===== config.mk =====
export PLATFORM = sky130hd
export DESIGN_NAME = mbx_ring_engine
export DESIGN_NICKNAME = d
export VERILOG_FILES = /design/src/rtl/mbx_pkg.sv /design/src/rtl/mbx_wrap_idx.sv /design/src/rtl/mbx_addr.sv /design/src/rtl/mbx_ring_engine.sv
export SDC_FILE = /design/constraint.sdc
export NUM_CORES = 1
export LEC_CHECK = 0
export BUFFER_PORTS_ARGS = -buffer_cell sky130_fd_sc_hd__buf_2
export CAP_MARGIN = 10
export CORE_MARGIN = 5
export CORE_UTILIZATION = 35
export DETAILED_ROUTE_END_ITERATION = 8
export PLACE_DENSITY_LB_ADDON = 0.1
export SYNTH_ARGS = -nofsm -noshare
export SYNTH_HDL_FRONTEND = slang
export SYNTH_SLANG_ARGS = --single-unit

===== constraint.sdc =====
create_clock -name clk -period 3.9 [get_ports clk]
set_input_delay 0.78 -clock clk [delete_from_list [all_inputs] [get_ports clk]]
set_output_delay 0.78 -clock clk [all_outputs]
set_load 0.01 [all_outputs]

===== src/rtl/mbx_pkg.sv =====
package mbx_pkg;

    localparam logic [7:0] MB_FREE     = 8'h00;
    localparam logic [7:0] MB_START    = 8'h01;
    localparam logic [7:0] MB_ABORT    = 8'h02;
    localparam logic [7:0] MB_OK       = 8'h01;
    localparam logic [7:0] MB_ABORTED  = 8'h02;
    localparam logic [7:0] MB_NOTFOUND = 8'h03;
    localparam logic [7:0] MB_ERROR    = 8'h04;
    localparam logic [7:0] DOOR_START  = 8'h02;

    typedef enum logic [3:0] {
        ST_IDLE, ST_PWR, ST_PCODE, ST_BELL,
        ST_RCODE, ST_CCODE, ST_RD, ST_CAP, ST_OFFER, ST_CLR
    } mbx_state_e;

    typedef struct packed {
        logic [31:0] ptr;
        logic [7:0]  code;
        logic [7:0]  astat;
        logic [7:0]  dstat;
    } mbx_cpl_t;

    // offset of the code byte inside an entry
    function automatic logic [2:0] code_off(input logic m32);
        return m32 ? 3'd7 : 3'd0;
    endfunction

    // pointer bytes written by a post
    function automatic logic [2:0] ptr_len(input logic m32);
        return m32 ? 3'd4 : 3'd3;
    endfunction

    // body bytes read for a completion (pointer plus status in wide mode)
    function automatic logic [2:0] rd_len(input logic m32);
        return m32 ? 3'd6 : 3'd3;
    endfunction

    // offset of body byte k
    function automatic logic [2:0] body_off(input logic m32, input logic [2:0] k);
        return m32 ? k : k + 3'd1;
    endfunction

    // pointer byte k in the write order of the selected layout
    function automatic logic [7:0] post_byte(input logic m32, input logic [31:0] p,
                                             input logic [2:0] k);
        logic [4:0] sh;
        sh = m32 ? {k[1:0], 3'b000} : 5'd16 - {k[1:0], 3'b000};
        return p[sh +: 8];
    endfunction

endpackage


===== src/rtl/mbx_wrap_idx.sv =====
module mbx_wrap_idx #(
    parameter int IW    = 7,
    parameter int BASE  = 0,
    parameter int COUNT = 64
) (
    input  logic          clk,
    input  logic          rst,
    input  logic          step,
    output logic [IW-1:0] idx
);
    localparam logic [IW-1:0] FIRST = IW'(BASE);
    localparam logic [IW-1:0] LAST  = IW'(BASE + COUNT - 1);

    always_ff @(posedge clk) begin
        if (rst)
            idx <= FIRST;
        else if (step)
            idx <= (idx == LAST) ? FIRST : idx + 1'b1;
    end
endmodule


===== src/rtl/mbx_addr.sv =====
module mbx_addr #(
    parameter int IW = 7,
    parameter int AW = IW + 3
) (
    input  logic          m32,
    input  logic [IW-1:0] idx,
    input  logic [2:0]    off,
    output logic [AW-1:0] addr
);
    always_comb begin
        if (m32)
            addr = {idx, 3'b000} | AW'(off);
        else
            addr = AW'({idx, 2'b00}) | AW'(off);
    end
endmodule


===== src/rtl/mbx_ring_engine.sv =====
module mbx_ring_engine
    import mbx_pkg::*;
#(
    parameter  int NBOX = 64,
    localparam int IW   = $clog2(2 * NBOX),
    localparam int AW   = IW + 3
) (
    input  logic          clk,
    input  logic          rst,
    input  logic          mode32,
    input  logic          post_valid,
    input  logic [31:0]   post_ptr,
    output logic          post_ready,
    output logic          doorbell,
    output logic [7:0]    door_op,
    input  logic          irq,
    output logic          cpl_valid,
    input  logic          cpl_ready,
    output logic [31:0]   cpl_ptr,
    output logic [7:0]    cpl_code,
    output logic [7:0]    cpl_astat,
    output logic [7:0]    cpl_dstat,
    output logic          mem_en,
    output logic          mem_we,
    output logic [AW-1:0] mem_addr,
    output logic [7:0]    mem_wdata,
    input  logic [7:0]    mem_rdata
);
    mbx_state_e    state;
    logic [2:0]    cnt;
    logic [31:0]   ptr_r;
    mbx_cpl_t      cpl_r;
    logic          scan_pend;
    logic          out_step, in_step;
    logic [IW-1:0] out_idx, in_idx, cur_idx;
    logic [2:0]    cur_off;

    mbx_wrap_idx #(.IW(IW), .BASE(0), .COUNT(NBOX)) u_out_idx (
        .clk(clk), .rst(rst), .step(out_step), .idx(out_idx));

    mbx_wrap_idx #(.IW(IW), .BASE(NBOX), .COUNT(NBOX)) u_in_idx (
        .clk(clk), .rst(rst), .step(in_step), .idx(in_idx));

    mbx_addr #(.IW(IW), .AW(AW)) u_addr (
        .m32(mode32), .idx(cur_idx), .off(cur_off), .addr(mem_addr));

    always_comb begin
        mem_en    = 1'b0;
        mem_we    = 1'b0;
        mem_wdata = MB_FREE;
        cur_idx   = in_idx;
        cur_off   = code_off(mode32);
        out_step  = 1'b0;
        in_step   = 1'b0;
        doorbell  = 1'b0;
        cpl_valid = 1'b0;
        unique case (state)
            ST_PWR: begin
                mem_en    = 1'b1;
                mem_we    = 1'b1;
                cur_idx   = out_idx;
                cur_off   = body_off(mode32, cnt);
                mem_wdata = post_byte(mode32, ptr_r, cnt);
            end
            ST_PCODE: begin
                mem_en    = 1'b1;
                mem_we    = 1'b1;
                cur_idx   = out_idx;
                mem_wdata = MB_START;
            end
            ST_BELL: begin
                doorbell = 1'b1;
                out_step = 1'b1;
            end
            ST_RCODE: mem_en = 1'b1;
            ST_RD: begin
                mem_en  = 1'b1;
                cur_off = body_off(mode32, cnt);
            end
            ST_OFFER: cpl_valid = 1'b1;
            ST_CLR: begin
                mem_en  = 1'b1;
                mem_we  = 1'b1;
                in_step = 1'b1;
            end
            default: ;
        endcase
    end

    assign post_ready = (state == ST_IDLE);
    assign door_op    = doorbell ? DOOR_START : 8'h00;
    assign cpl_ptr    = cpl_r.ptr;
    assign cpl_code   = cpl_r.code;
    assign cpl_astat  = cpl_r.astat;
    assign cpl_dstat  = cpl_r.dstat;

    // scan request is sticky until an empty entry ends the scan
    always_ff @(posedge clk) begin
        if (rst)
            scan_pend <= 1'b0;
        else if (irq)
            scan_pend <= 1'b1;
        else if (state == ST_CCODE && mem_rdata == MB_FREE)
            scan_pend <= 1'b0;
    end

    always_ff @(posedge clk) begin
        if (rst) begin
            state <= ST_IDLE;
            cnt   <= '0;
            ptr_r <= '0;
            cpl_r <= '0;
        end else begin
            unique case (state)
                ST_IDLE: begin
                    if (post_valid) begin
                        ptr_r <= post_ptr;
                        cnt   <= '0;
                        state <= ST_PWR;
                    end else if (scan_pend) begin
                        state <= ST_RCODE;
                    end
                end
                ST_PWR: begin
                    if (cnt == ptr_len(mode32) - 3'd1)
                        state <= ST_PCODE;
                    else
                        cnt <= cnt + 3'd1;
                end
                ST_PCODE: state <= ST_BELL;
                ST_BELL:  state <= ST_IDLE;
                ST_RCODE: state <= ST_CCODE;
                ST_CCODE: begin
                    if (mem_rdata == MB_FREE) begin
                        state <= ST_IDLE;
                    end else begin
                        cpl_r       <= '0;
                        cpl_r.code  <= mem_rdata;
                        cnt         <= '0;
                        state       <= ST_RD;
                    end
                end
                ST_RD: state <= ST_CAP;
                ST_CAP: begin
                    if (!mode32)
                        cpl_r.ptr <= {cpl_r.ptr[23:0], mem_rdata};
                    else begin
                        case (cnt)
                            3'd4:    cpl_r.astat <= mem_rdata;
                            3'd5:    cpl_r.dstat <= mem_rdata;
                            default: cpl_r.ptr[{cnt[1:0], 3'b000} +: 8] <= mem_rdata;
                        endcase
                    end
                    if (cnt == rd_len(mode32) - 3'd1)
                        state <= ST_OFFER;
                    else begin
                        cnt   <= cnt + 3'd1;
                        state <= ST_RD;
                    end
                end
                ST_OFFER: if (cpl_ready) state <= ST_CLR;
                ST_CLR:   state <= ST_IDLE;
                default:  state <= ST_IDLE;
            endcase
        end
    end
endmodule


# Word level (Yosys, flattened, before mapping)
# Index checks and enable logic that the tools add are counted.
# word_totals
input_bits	46
output_inout_bits	87
regBits	110
# classes
n_reduce_logical	18
n_shift	3
add_sub_neg	7
muxes	40
n_eq_ne	26
n_bitwise	3
# ops
cell	n
32-bit 2-to-1 mux	2
32-bit one-hot mux with 2 select lines	1
56-bit 2-to-1 mux	1
32-bit bitwise mux	1
16-bit one-hot mux with 2 select lines	1
4-bit one-hot mux with 8 select lines	1
8-bit by 7-bit variable shift with 32-bit output (first input constant)	1
32-bit by 6-bit variable part select with 8-bit output	1
8-bit by 7-bit variable part select with 32-bit output	1
3-bit 2-to-1 mux	10
7-bit 2-to-1 mux	3
4-bit 2-to-1 mux	5
4-bit by 3-bit == test with 1-bit output (second input constant)	4
16-bit 2-to-1 mux	1
8-bit 2-to-1 mux	2
8-bit one-hot mux with 2 select lines	1
7-bit by 1-bit adder with 7-bit output (second input constant)	2
2-bit inequality test (second input constant)	7
3-bit one-hot mux with 4 select lines	1
10-bit 2-to-1 mux	1
10-bit by 3-bit bitwise OR with 10-bit output	1
9-bit by 3-bit bitwise OR with 9-bit output	1
4-bit by 2-bit == test with 1-bit output (second input constant)	2
4-bit == test (second input constant)	2
other kinds (28)	44

# Depth between registers and ports, before layout
# Gate-level depths: netlist of run 1.
# logic_depth
ltp_word	6
mapped_depth	10

# Modules after synthesis
# A second synthesis of run 1 with hierarchy kept.
# hier_totals
cells_unflattened	647
hier_area_um2	5690.5
# by_module_without_submodules
mod	seq_area_each_um2	cells_each	n_inst	area_per_inst_um2
mbx_ring_engine	1921.8	568	1	4914.7
mbx_wrap_idx (u_out_idx)	140.1	35	1	329.1
mbx_wrap_idx (u_in_idx)	140.1	32	1	311.5
mbx_addr	0.0	12	1	135.1

# Worst setup path before layout of run 1
# OpenSTA, ideal clock, no wires.
# synth_path
path_kind	register to output
startpoint	reg cnt[0]
endpoint	out mem_wdata[0]
path_slack_ns	0.724
arrival_time_ns	2.396
path_buffers	2
path_stages_with_launch	8
cell_sequence	dfxtp_1 > clkbuf_1 > buf_2 > inv_2 > ha_1 > mux2i_4 > mux4_2 > a22o_1
# synth_via
elab_chain_cells	4
# synth_lines
element	line	rtl
from (decl)	mbx_ring_engine.sv:30	logic [2:0] cnt;
from (signal assigned)	mbx_ring_engine.sv:128	cnt <= cnt + 3'd1;
from (signal assigned)	mbx_ring_engine.sv:157	cnt <= cnt + 3'd1;
5-bit subtractor	mbx_pkg.sv:48	sh = m32 ? {k[1:0], 3'b000} : 5'd16 - {k[1:0], 3'b000};
5-bit 2-to-1 mux (*)	mbx_pkg.sv:48	
32-bit by 6-bit variable part select with 8-bit output (*)	mbx_pkg.sv:49	return p[sh +: 8];
8-bit one-hot mux with 2 select lines (*)	mbx_ring_engine.sv:57	unique case (state)
to (decl)	mbx_ring_engine.sv:26	output logic [7:0] mem_wdata,
# Every way passes the cells marked *; elsewhere a longest branch is shown, timed or not.

# Worst setup path in the final report of run 1
# layout_path
startpoint	reg cnt[1]
endpoint	out mem_wdata[0]
# The elaborated chain is that of the path after synthesis.

==> key figures, run 1 <==
Place
  • Post-detail-place hpwl: 11.0 mm
  • GP Congestion: 0.855
  • IO Port Bufs: 125
  • Worst slack at placement: 756 ps

Routing
  • Pre-antenna DRT Iters: 4
  • Vias: 4,874
  • DRT Wirelength: 15.2 mm
  • Initial DRC count: 251
  • Drc violations: 0
  • Vias per cell: 4.93
  • Routed Antenna Nets: 0
  • Per-cell routed wire length: 15.4 µm

Setup path
  • Worst reg-to-reg path cell count: 6
  • Slowest CP cell: mux4_2
  • Delay of the slowest critical-path stage: 570 ps
  • Cell breakdown of the critical path: inv_1, ha_1, mux2i_4, mux4_2, a22o_1, buf_2
  • Critical path class: reg -> out
  • CP max FO: 8
  • CP delay by family, top: multiplexers
  • Worst EP required: 3120 ps
  • Startpoint Class: flop
  • FF-to-FF End: cpl_ptr[6]
  • CP arrival: 2730 ps
  • Total stage count of the critical path: 6
  • R2R Setup Slk: 1370 ps
  • Worst path bufs/invs: 2
  • Reg-to-reg startpoint: state[1]
  • Critical path endpoint category: output port
  • CP Launch Point: cnt[1]
  • CP endpoint: mem_wdata[0]

STA
  • Final Hold Fails: 0
  • Slew @ Worst Pin: 1130 ps
  • Fin Clk Skew: 6.63 ps
  • Relative slew slack: 24.6%
  • Post-route setup slack: 390 ps
  • Post-route minimum period: 3510 ps
  • Fmax: 285 MHz
  • Final setup violation count: 0
  • RSZ-0062 raised after global routing: false
  • Slew Limit Fails: 0
  • Final Cycle Share: 90.0%
  • Final hold slack: 456 ps
  • Final TNS setup: 0 ps

Layout
  • Final Core Density: 41.6%
  • Layout cell share with drive strength beyond 1: 22.2%
  • N_diodes: 0
  • Layout area overhead: 17.3%
  • Layout Nets: 821
  • Fillcell total: 1,643

Synth
  • Sequential cell area fraction in the yosys report: 39.2%
  • Synth Register Bits: 110
  • Post-synth top flop: dfxtp_1
  • Synth cell types: 60
  • Yosys top cell by area: dfxtp_1
  • Yosys Warn Count: 0
  • Synth top area share: 39.2%
  • Post-synth EDFFs: 0
  • Top cells by area, synth: dfxtp_1 39%, mux2i_1 12%, nand2_1 11%
  • Mapped Area: 0.00562 mm²
  • FFs w/ async S/R, synth: 0%
  • Mapped Cells: 672
  • Post-Syn Area per Cell: 8.36 µm²

Power and ir drop
  • Worst vdd ir: 0.281 mV
  • Pwr dens: 479 mW/mm²
  • Leak: 2.80 nW

CTS
  • TritonCTS clock tree: yes
  • Post-CTS Setup Bufs: 0
  • Hold-fix buffers, CTS: 0
  • Clock buffer count from CTS: 9
  • CTS Root Cell: clkbuf_16
  • Clock sinks: 110
  • H-tree depth: 3
  • Post-CTS sizing: 0
  • Clock Pin Slew Worst Setup and Hold Paths: 80 ps
  • Clock Tree Buf Depth: 2
  • Clk Latency, worst-skew pair: 350 ps

Job
  • Max-Cap Viols: 0

Worst hold path
  • Hold Startpoint: ptr_r[27]
  • Hold WC Path Type: reg -> reg

Floorplan
  • I/O Pins: 133
  • Die area: 0.0187 mm²
  • Chip width: 137 µm
  • Die height: 137 µm
  • Effective utilization at floorplan: 35.5%
  • Row count: 46
  • Core ar.: 0.0158 mm²

GRT
  • Initial antenna violation count: 0
  • Largest net degree at the start of global routing: 73
  • First-pass GRT wire length: 24.2 mm
  • Grt ovf: 0
  • Number of global-route vias before repair: 4,847
  • GRT Total Usage: 16.2%

Outcome
  • Outcome: completed
-- flip-flops by register name, indices dropped and copies added, names as in the netlist --
name,count
ptr_r,32
state,4
cpl_dstat,8
scan_pend,1
cpl_code,8
cpl_ptr,32
u_in_idx.idx,7
cnt,3
u_out_idx.idx,7
cpl_astat,8
-- cell usage in the layout, fill, tap and decap left out, types with 2 or more instances in the layout --
cell type and instances:
a21oi_1 46, a31oi_1 3, and2_1 20, and4_1 2, and4b_1 2, buf_2 125, buf_4 7, clkbuf_16 9
clkinv_2 2, conb_1 7, dfxtp_1 110, ha_1 8, inv_1 30, inv_2 2, inv_6 2, mux2i_1 67
mux4_2 8, nand2_1 159, nand3_1 8, nand3b_1 2, nand4_1 6, nor2_1 50, nor2b_1 8, nor3_1 4
nor3b_1 2, nor4_4 2, nor4b_1 3, o21a_1 5, o21ai_0 2, o21ai_1 2, o21ai_4 3, o22ai_1 25
o31ai_1 2, xnor2_1 3, xor2_1 8
-- worst min-delay path, delay by kind of cell, from the launching register on --
family | cells | cell delay (ps)
flip-flops | 1 | 310
AND/OR/NAND/NOR | 1 | 50
AO/OA/AOI/OAI | 1 | 50
-- report_power, final --
group	internal, mW	switching, mW
logic	0.389	0.572
registers	1.22	0.106
clock network	0.438	0.435
-- metrics by stage --
step,total power [mW],std cells,instance area (µm²)
after floorplan,2.09,678,5640
after global placement,2.31,972,6320
after detailed placement,2.32,972,6320
after CTS,3.21,988,6590
after global routing,3.36,988,6590
final,3.16,988,6590
-- area by class of cell --
cell class	count	area [µm²]	share of cell area [%]
Sequential cell	110	2200	33.4
Clock buffer	10	229	3.48
Timing Repair Buffer	132	678	10.3
Multi-Input combinational cell	482	3050	46.2
Tap cell	216	270	4.10
Inverter	32	120	1.82
Clock inverter	6	43.8	0.665
-- cell families after synthesis --
| logic type | count (synthesis) | synth area share (%) |
|---|---|---|
| muxes | 77 | 15.7 |
| DFF | 110 | 39.2 |
| AOI/OAI and AO/OA | 100 | 11.4 |
| other | 1 | 0.0668 |
| adders and majority gates | 8 | 1.78 |
| xor gates and xnor gates | 11 | 1.72 |
| and+or+nand+nor | 279 | 23.0 |
| buffers and inverters | 86 | 7.08 |
-- synthesized netlist by cell type, types with 3 or more instances --
cell      instances
a21oi_1          46
a31oi_1           3
and2_1           20
buf_2            15
buf_4            13
clkbuf_1         24
dfxtp_1         110
ha_1              8
inv_1            30
mux2i_1          67
mux4_2            8
nand2_1         159
nand3_1           8
nand4_1           6
nor2_1           50
nor2b_1           8
nor3_1            4
nor4b_1           3
o21a_1            5
o21ai_4           3
o22ai_1          25
xnor2_1           3
xor2_1            8
-- routing by layer --
metal  wire [µm]  vias up  global-route usage, %
li1            -     2453                      -
met1        6930     2275                   21.1
met2        7160      128                   26.9
met3         900       18                   2.98
met4         252        0                   5.82
met5           0        -                      0
-- how the worst min path moves through the flow --
| stage | cells past startpoint | end |
|---|---|---|
| final | 2 | ptr_r[27] |
| after global routing | 2 | ptr_r[27] |
| after CTS | 2 | cpl_ptr[30] |
| after detailed placement | 2 | cpl_ptr[30] |
| after global placement | 2 | cpl_ptr[30] |
| after floorplan | 2 | ptr_r[0] |
Power figures use the tool's default switching activity.
==> run 2, diff against run 1 <==
Clock period 3.9 ns to 3.7 ns, I/O delays scaled along.
==> run 2 against run 1 <==
  * Worst hold slack barely moved
  * Combinational power increased by 9%
  * Wire length up 1.2%
  * Critical path depth is the same
  * Clock skew is 1.4 ps lower
  * Via count rose by 0.37%
  * Clock power grew 21%
  * First-iteration DRC count increased by 6.4%
  * Clock-buffer cell count unchanged
  * Worst setup slack got worse by 150 ps
  * Critical path type unchanged
  * Largest power group unchanged
==> key figures, run 2 (same netlist as run 1, synthesis figures left out) <==
CTS
  • Post-CTS Setup Bufs: 0
  • Clock buffer count from CTS: 9
  • Clock Tree Buf Depth: 2
  • H-tree depth: 3
  • CTS Root Cell: clkbuf_16
  • Hold-fix buffers, CTS: 0
  • Clock sinks: 110
  • Clock Pin Slew Worst Setup and Hold Paths: 70 ps
  • Clk Latency, worst-skew pair: 350 ps
  • Post-CTS sizing: 0
  • TritonCTS clock tree: yes

Layout
  • Layout area overhead: 18.4%
  • Most frequent cells in the layout: 159 x nand2_1, 125 x buf_2, 110 x dfxtp_1
  • Cell area after layout: 0.00665 mm²
  • Final Core Density: 42.0%
  • Multi-input gate area: 0.00305 mm²
  • Fillcell total: 1,647
  • Layout Nets: 822
  • Reg area: 0.00220 mm²
  • Most common cell after layout, fill and taps aside: nand2_1
  • Layout cell share with drive strength beyond 1: 22.4%

Place
  • Worst slack at placement: 596 ps
  • Post-detail-place hpwl: 11.2 mm
  • GP Congestion: 0.792
  • IO Port Bufs: 125
  • Placed inst area: 0.00632 mm²

STA
  • Final TNS setup: 0 ps
  • Fin Clk Skew: 5.24 ps
  • Relative slew slack: 26.7%
  • Final setup violation count: 0
  • Fmax: 289 MHz
  • Post-route minimum period: 3460 ps
  • Slew @ Worst Pin: 1100 ps
  • RSZ-0062 raised after global routing: false
  • Final Hold Fails: 0
  • Slew Limit Fails: 0
  • Post-route setup slack: 241 ps
  • Final Cycle Share: 93.5%

Power and ir drop
  • Net Switching: 1.17 mW
  • Internal power: 2.31 mW
  • Combinational power share: 30.0%
  • Total Power: 3.49 mW
  • Clock power frac: 30.4%
  • Pwr dens: 524 mW/mm²
  • Leak: 2.83 nW
  • Reg power frac: 39.6%
  • Net Sw Frac: 33.7%
  • Worst vdd ir: 0.493 mV

Setup path
  • Critical path class: reg -> out
  • CP Launch Point: cnt[1]
  • R2R Setup Slk: 1260 ps
  • Worst reg-to-reg path cell count: 6
  • Startpoint Class: flop
  • Slowest CP cell: mux4_2
  • CP max FO: 8
  • Worst EP required: 2960 ps
  • FF-to-FF End: cpl_ptr[6]
  • Cell breakdown of the critical path: inv_1, ha_1, mux2i_4, mux4_2, a22o_1, buf_2
  • CP endpoint: mem_wdata[0]
  • Delay of the slowest critical-path stage: 570 ps
  • Reg-to-reg startpoint: state[0]
  • CP arrival: 2720 ps
  • Critical path endpoint category: output port

Routing
  • Pre-antenna DRT Iters: 4
  • Initial DRC count: 267
  • Vias: 4,892
  • DRT Wirelength: 15.4 mm
  • Vias per cell: 4.94
  • Drc violations: 0
  • Routed Antenna Nets: 0
  • Per-cell routed wire length: 15.6 µm

GRT
  • Grt ovf: 0
  • Initial antenna violation count: 1
  • Largest net degree at the start of global routing: 73
  • GRT Total Usage: 16.4%
  • Number of global-route vias before repair: 4,734
  • First-pass GRT wire length: 24.0 mm

Floorplan
  • Row count: 46
  • Die area: 0.0187 mm²
  • Die height: 137 µm
  • Core ar.: 0.0158 mm²
  • I/O Pins: 133
  • Effective utilization at floorplan: 35.5%
  • Chip width: 137 µm

Outcome
  • Outcome: completed

Worst hold path
  • Hold WC Path Type: reg -> reg
  • Hold Startpoint: ptr_r[22]

Job
  • Max-Cap Viols: 0
## run 2: cell types whose count changed in the layout (fill, tap and decap cells not counted)
cell	before	now
bufinv_16	0	2
buf_4	7	8
clkbuf_1	1	0
clkbuf_8	0	1
clkinv_2	2	3
clkinv_4	1	0
clkinvlp_4	1	0
diode_2	0	1
inv_6	2	1
## run 2: power by group through the flow
stage,sequential [mW],clock (mW),combinational (mW)
CTS,1.38,1.10,1.06
floorplan,1.35,0,0.851
detailed placement,1.40,0,1.06
global route,1.39,1.15,1.16
global placement,1.40,0,1.05
finish,1.38,1.06,1.05
## run 2: worst max-delay path: cells and delay by family, from the launching register on
kind | cells | cell delay (ps)
AO/OA/AOI/OAI | 1 | 230
adder cells (fa/ha/maj) | 1 | 410
buffers and inverters | 2 | 320
flip-flops | 1 | 440
multiplexers | 2 | 960
## run 2: area by class of cell
type                            count  area share, %
Antenna cell                        1         0.0376
Inverter                           32           1.81
Clock inverter                      6           1.26
Timing Repair Buffer              133           10.3
Sequential cell                   110           33.1
Tap cell                          216           4.06
Multi-Input combinational cell    482           45.8
Clock buffer                       10           3.59
## run 2: per-stage QoR
stage               hold WS (ps)  instances
floorplan                    433        678
global placement             442        973
detailed placement           444        973
CTS                          456        989
global route                 473        990
finish                       456        990
## run 2: how the worst min path moves through the flow
stage | endpoint | slack (ps) | cells past startpoint
after global placement | cpl_ptr[30] | 440 | 2
after detailed placement | cpl_ptr[30] | 440 | 2
final | ptr_r[22] | 460 | 2
after CTS | ptr_r[17] | 460 | 2
after floorplan | ptr_r[0] | 430 | 2
after global routing | ptr_r[22] | 470 | 2
## run 2: per-layer routing
layer  vias to the layer above  GRT usage [%]  wire, µm
met3                        21           2.83       795
li1                       2447              -         -
met5                         -              0         0
met1                      2311           21.3      7020
met4                         0           6.94       307
met2                       113           26.8      7310
